### src/rtl/csdec_pkg.sv
package csdec_pkg;

    localparam int WORD_W   = 32;
    localparam int LAT_W    = 9;
    localparam int EN_BIT   = 0;
    localparam int KIND_LSB = 1;
    localparam int SEL_FLD  = 8;

    typedef enum logic [1:0] {
        MEM_SDRAM = 2'd0,
        MEM_SSRAM = 2'd1,
        MEM_ASYNC = 2'd2,
        MEM_SYNC  = 2'd3
    } mem_kind_e;

    typedef struct packed {
        logic [LAT_W-1:0] lat;
        mem_kind_e        kind;
    } bank_timing_t;

    function automatic mem_kind_e kind_of(input logic [WORD_W-1:0] c);
        return mem_kind_e'(c[KIND_LSB +: 2]);
    endfunction

    function automatic logic [LAT_W-1:0] wait_cycles(input mem_kind_e k,
                                                     input logic we,
                                                     input logic [WORD_W-1:0] t);
        logic [LAT_W-1:0] r;
        case (k)
            MEM_ASYNC: begin
                if (we)
                    r = LAT_W'(t[15:12]) + LAT_W'(t[19:16]) + LAT_W'(t[25:20]);
                else
                    r = LAT_W'(t[7:0]) + LAT_W'(t[11:8]);
            end
            MEM_SDRAM: r = LAT_W'(3) + LAT_W'(t[5:4]);
            default:   r = LAT_W'(2);
        endcase
        return r;
    endfunction

endpackage

### src/rtl/cs_match.sv
module cs_match
    import csdec_pkg::*;
#(
    parameter int ADDR_W  = 32,
    parameter int SEL_W   = 8,
    parameter int SEL_POS = 22
) (
    input  logic [ADDR_W-1:0] addr,
    input  logic [SEL_W-1:0]  mask,
    input  logic [WORD_W-1:0] cfg,
    output logic              hit
);
    logic [SEL_W-1:0] window;
    logic [SEL_W-1:0] sel_fld;

    assign window  = addr[SEL_POS +: SEL_W];
    assign sel_fld = cfg[SEL_FLD +: SEL_W];
    assign hit     = cfg[EN_BIT] && ((window & mask) == sel_fld);
endmodule

### src/rtl/cs_prio.sv
module cs_prio #(
    parameter int N = 4,
    localparam int IDX_W = (N > 1) ? $clog2(N) : 1
) (
    input  logic [N-1:0]     hits,
    output logic [N-1:0]     grant,
    output logic [IDX_W-1:0] idx,
    output logic             any
);
    always_comb begin
        grant = '0;
        idx   = '0;
        any   = 1'b0;
        for (int i = N - 1; i >= 0; i--) begin
            if (hits[i]) begin
                grant    = '0;
                grant[i] = 1'b1;
                idx      = IDX_W'(i);
                any      = 1'b1;
            end
        end
    end
endmodule

### src/rtl/cs_wait_timer.sv
module cs_wait_timer
    import csdec_pkg::*;
(
    input  logic             clk,
    input  logic             rst,
    input  logic             start,
    input  logic [LAT_W-1:0] load,
    output logic             busy,
    output logic             done
);
    logic [LAT_W-1:0] cnt;

    always_ff @(posedge clk) begin
        if (rst) begin
            busy <= 1'b0;
            done <= 1'b0;
            cnt  <= '0;
        end else begin
            done <= 1'b0;
            if (start) begin
                busy <= 1'b1;
                cnt  <= load;
            end else if (busy) begin
                if (cnt == '0) begin
                    busy <= 1'b0;
                    done <= 1'b1;
                end else begin
                    cnt <= cnt - 1'b1;
                end
            end
        end
    end

    // an access in progress either continues or completes
    a_r10_busy_ends_in_done: assert property (@(posedge clk) disable iff (rst)
        busy && !start |=> busy || done);
    // completion is a single-cycle pulse
    a_r10_done_single: assert property (@(posedge clk) disable iff (rst)
        done |=> !done);
    // the count never rises while waiting
    a_r10_cnt_down: assert property (@(posedge clk) disable iff (rst)
        busy && !start && cnt != '0 |=> cnt < $past(cnt));
endmodule

### src/rtl/chipsel_wait_decoder.sv
module chipsel_wait_decoder
    import csdec_pkg::*;
#(
    parameter int NUM_CS  = 4,
    parameter int ADDR_W  = 32,
    parameter int SEL_W   = 8,
    parameter int SEL_POS = 22
) (
    input  logic                     clk,
    input  logic                     rst,
    input  logic                     req,
    input  logic                     we,
    input  logic [ADDR_W-1:0]        addr,
    input  logic [SEL_W-1:0]         mask,
    input  logic [NUM_CS*WORD_W-1:0] cfg,
    input  logic [NUM_CS*WORD_W-1:0] tim,
    output logic [NUM_CS-1:0]        cs_sel,
    output logic                     busy,
    output logic                     ack,
    output logic                     err
);
    localparam int IDX_W = (NUM_CS > 1) ? $clog2(NUM_CS) : 1;

    logic [NUM_CS-1:0] hits;
    logic [NUM_CS-1:0] grant;
    logic [IDX_W-1:0]  win_idx;
    logic              any_hit;
    logic              accept;
    logic              start;
    logic [NUM_CS-1:0] cs_q;
    logic              err_q;
    bank_timing_t      bank_t [NUM_CS];
    bank_timing_t      win_t;

    for (genvar g = 0; g < NUM_CS; g++) begin : g_bank
        cs_match #(
            .ADDR_W (ADDR_W),
            .SEL_W  (SEL_W),
            .SEL_POS(SEL_POS)
        ) u_match (
            .addr(addr),
            .mask(mask),
            .cfg (cfg[g*WORD_W +: WORD_W]),
            .hit (hits[g])
        );
        assign bank_t[g].kind = kind_of(cfg[g*WORD_W +: WORD_W]);
        assign bank_t[g].lat  = wait_cycles(kind_of(cfg[g*WORD_W +: WORD_W]), we,
                                            tim[g*WORD_W +: WORD_W]);
    end

    cs_prio #(.N(NUM_CS)) u_prio (
        .hits (hits),
        .grant(grant),
        .idx  (win_idx),
        .any  (any_hit)
    );

    assign win_t  = bank_t[win_idx];
    assign accept = req && !busy;
    assign start  = accept && any_hit;

    cs_wait_timer u_timer (
        .clk  (clk),
        .rst  (rst),
        .start(start),
        .load (win_t.lat),
        .busy (busy),
        .done (ack)
    );

    always_ff @(posedge clk) begin
        if (rst) begin
            cs_q  <= '0;
            err_q <= 1'b0;
        end else begin
            err_q <= accept && !any_hit;
            if (start)
                cs_q <= grant;
        end
    end

    assign cs_sel = busy ? cs_q : '0;
    assign err    = err_q;

    // at most one chip select at a time
    a_r10_onehot: assert property (@(posedge clk) disable iff (rst)
        $onehot0(cs_sel));
    // a bank is selected throughout an access
    a_r10_sel_while_busy: assert property (@(posedge clk) disable iff (rst)
        busy |-> cs_sel != '0);
    // the selection is stable across an access
    a_r10_sel_stable: assert property (@(posedge clk) disable iff (rst)
        busy && $past(busy) && !$rose(busy) |-> $stable(cs_sel));
    // an error never coincides with an access
    a_r4_err_idle: assert property (@(posedge clk) disable iff (rst)
        err |-> !busy && !ack && cs_sel == '0);
    // an access starts only from an idle block with a request
    a_r11_start_from_idle: assert property (@(posedge clk) disable iff (rst)
        $rose(busy) |-> $past(req) && !$past(busy));
    // the acknowledge closes an access
    a_r10_ack_after_busy: assert property (@(posedge clk) disable iff (rst)
        ack |-> $past(busy) && !busy);
endmodule

### config.mk
export PLATFORM = sky130hd
export DESIGN_NAME = chipsel_wait_decoder
export DESIGN_NICKNAME = d
export VERILOG_FILES = /design/src/rtl/csdec_pkg.sv /design/src/rtl/cs_match.sv /design/src/rtl/cs_prio.sv /design/src/rtl/cs_wait_timer.sv /design/src/rtl/chipsel_wait_decoder.sv
export SDC_FILE = /design/constraint.sdc
export NUM_CORES = 1
export LEC_CHECK = 0
export BUFFER_PORTS_ARGS = -buffer_cell sky130_fd_sc_hd__buf_2
export CAP_MARGIN = 0
export CORE_AREA = 2 2 120 122
export CTS_CLUSTER_DIAMETER = 50
export DETAILED_ROUTE_END_ITERATION = 6
export DIE_AREA = 0 0 122 124
export GPL_TIMING_DRIVEN = 1
export SETUP_SLACK_MARGIN = 0.4
export SLEW_MARGIN = 40
export SYNTH_ARGS = -nofsm -noshare
export SYNTH_HDL_FRONTEND = slang
export SYNTH_SLANG_ARGS = --single-unit
### constraint.sdc
create_clock -name clk -period 3 [get_ports clk]
set_input_delay 0.15 -clock clk [delete_from_list [all_inputs] [get_ports clk]]
set_output_delay 0.15 -clock clk [all_outputs]
set_load 0.01 [all_outputs]
==> impl_metrics.yaml <==
detailed_routing:
  route.detailed.vias_per_inst: 4.74
  detail_route.first_pass.iterations: 4
  highest_layer: "met5"
  postRouteAntennaNets: 0
  drc_violation_count_after_routing: 0
  dr_total_vias: 4033
  routed-wl-met2_um: 5190
  length_of_routed_wiring_on_met1_um: 5390
  drt_first_iter_violations: 176
  post_drt_wl_per_cell_um: 14.0
  wl_met3_um: 1240
  post_detailed_routing_wire_length_um: 11900
place:
  io_buffer_count: 174
  placed_cell_area_um2: 5030
  detailedPlacementHpwl_um: 10600
  gp_congestion: 0.820
clock_tree:
  cts.root.buffer_cell: "clkbuf_16"
  cts.htree.levels: 1
  cts.clk_slew.worst_paths_ns: 0.05
  post_cts.repair.setup_buffers: 0
  clockBufferDepth: 2
  clk-insertion-delay-late_ns: 0.25
  clock_tree_from_tritoncts: "built"
  cts_sinks: 16
  tritoncts.num_buffers: 3
sta:
  fmaxAchievable_ghz: 0.415
  tightest_slew_ns: 0.730
  rsz_0062_raised_after_global_routing: "false"
  totalNegativeSetupSlack_ns: 0
  skew_ns: 0.00637
  final_cycle_utilization_of_the_critical_path_pct: 80.4
  timing.final.crit_period_ns: 2.41
  final-max-slew-violation-count: 0
  hold_violations: 0
  setup_violations: 0
  slew-limit-headroom_pct: 51.3
finish:
  layout-drive-gt1-share_pct: 30.0
  final_cell_mix: "174 x buf_2, 48 x inv_1, 42 x xnor2_1"
  syn2layout_area_growth_pct: 30.5
  num-nets-final: 1033
  layout.cells.most_common: "buf_2"
  post-route-cell-area_um2: 5130
setup_path:
  slowest_delay_ns: 0.54
  critPathTopFamily: "adder cells"
  worst-path-buf-inv: 3
  timing_worst_setup_path_type: "primary input to register"
  path_max_fanout: 2
  critPathLaunchType: "primary input"
  standard_cell_with_the_maximum_stage_delay_on_the_critical_path: "fa_1"
  critical_path_required_ns: 3.16
  cp_data_arrival_time_ns: 2.57
  cell_by_cell_trace_of_the_critical_path: "buf_2 > inv_1 > fa_1 > inv_1 > ha_1 > fa_2 > a21o_1 > a21oi_1 > xnor2_1 > nand3_1 > nand2_1 > a21oi_1 > o211a_1 > a311oi_1"
  category_of_the_worst_setup_path_capture_point: "register"
logic_synthesis:
  mappedNetlistArea_um2: 3930
  synth_seq_area_share_pct: 8.15
  ys_types: 57
  portion_of_synthesized_cell_area_occupied_by_the_leading_cell_type_pct: 13.1
  yosysWarningCount: 0
  post_synthesis_cells: 495
  ys.flop_type: "dfxtp_1"
  number_of_enable_type_register_cells_in_the_synthesized_netlist: 0
  syn_avg_cell_area_um2: 7.94
  synth_top_area_cell: "ha_1"
  synth.ff_latch_count: 16
  post_synth_main_area_contributors: "ha_1 13%, fa_1 12%, xnor2_1 9.4%"
  post_synthesis_net_count: 860
  synthArstFlopShare_pct: 0
floorplan:
  placeableCoreArea_um2: 13700
  initial_utilization_pct: 28.6
  die_h_um: 124
  rows: 43
  floorplan.die_area_um2: 15100
  io-pin-count: 307
  floorplan.die.width_um: 122
global_routing:
  wire_length_of_the_first_global_routing_pass_um: 18700
  antenna_found_initial: 6
  grt_start_max_net_pins: 37
  gr-total-overflow: 0
  first_global_vias: 3978
  grt_usage_pct: 15.5
run:
  max_cap_violations: 0
run_status:
  status: "complete, no violations"
pwr:
  vdd_ir_drop_max_mv: 0.217
  leakage_dissipation_nw: 2.45
  power.density_cell_area_nw_per_um2: 234
worst_hold_path:
  worstHoldPathType: "primary input to register"
sequential cells by signal, indices dropped and copies added (netlist names):
name	cells
cs_q	4
err	1
u_timer.busy	1
u_timer.cnt	9
u_timer.done	1
tightest hold or removal path, stage by stage:
cell and delay (ns):
buf_2 0.11, or3_1 0.11, a31oi_1 0.07
per-stage QoR:
| step | power, mW | cells | utilization, % | setup WS, ns | hold WS (ns) |
|---|---|---|---|---|---|
| 6_report | 1.20 | 850 | 37.4 | 0.588 | 0.236 |
| 5_1_grt | 1.32 | 848 | 37.4 | 0.413 | 0.275 |
| 4_1_cts | 1.22 | 847 | 37.3 | 0.494 | 0.241 |
| 3_5_place_dp | 0.924 | 843 | 36.6 | 0.240 | 0.477 |
| 3_3_place_gp | 0.913 | 843 | 36.6 | 0.263 | 0.473 |
| 2_1_floorplan | 0.671 | 495 | - | 0.554 | 0.344 |
final timing paths:
kind	start	endpoint	slack, ns	depth (start not counted)
setup / recovery	tim[45]	u_timer.cnt[5]$_SDFFE_PP0P_	0.59	14
hold / removal	cfg[65]	u_timer.cnt[0]$_SDFFE_PP0P_	0.24	3
setup reg to reg	u_timer.cnt[2]$_SDFFE_PP0P_	u_timer.cnt[5]$_SDFFE_PP0P_	0.65	8
hold reg to reg	cs_q[1]$_SDFFE_PP0P_	cs_q[1]$_SDFFE_PP0P_	0.49	2
per-layer routing:
| metal | track usage, % | up-vias |
|---|---|---|
| met4 | 1.22 | 6 |
| met3 | 4.67 | 10 |
| met1 | 20.5 | 1770 |
| li1 | - | 2093 |
| met5 | 0 | - |
| met2 | 26.0 | 154 |
synthesized netlist by cell type (all sizes together) (11+ instances only):
| master | number |
|---|---|
| inv | 48 |
| xor2 | 29 |
| xnor2 | 42 |
| a21oi | 34 |
| a211oi | 11 |
| nor2b | 26 |
| nand2 | 32 |
| dfxtp | 16 |
| fa | 24 |
| mux2i | 12 |
| o211ai | 12 |
| nor2 | 21 |
| a21o | 16 |
| nor3 | 18 |
| clkbuf | 11 |
| o21ai | 23 |
| ha | 41 |
cell families after synthesis:
family | share of synthesized area, %
muxes | 3.92
AOI/OAI and AO/OA | 21.5
DFF | 8.15
xor gates and xnor gates | 15.8
adders and majority gates | 25.3
buffers and inverters | 6.30
and+or+nand+nor | 19.0
power by group:
group	leakage, nW	switching [mW]	internal, mW
combinational	2.28	0.351	0.342
sequential	0.129	0.00142	0.215
clock	0.0442	0.0898	0.203
total	2.45	0.443	0.760
area by class of cell:
class | count | area [um^2]
Fill cell | 1475 | 8590
Multi-Input combinational cell | 416 | 3370
Clock buffer | 4 | 88.8
Timing Repair Buffer | 183 | 938
Antenna cell | 3 | 7.51
Inverter | 48 | 180
Sequential cell | 16 | 320
Tap cell | 180 | 225
what timing repair did:
item	in CTS	in global routing
endpoints found under the setup margin	0	4
hold buffers	0	0
gates resized for setup	0	2
Power figures use the tool's default switching activity.
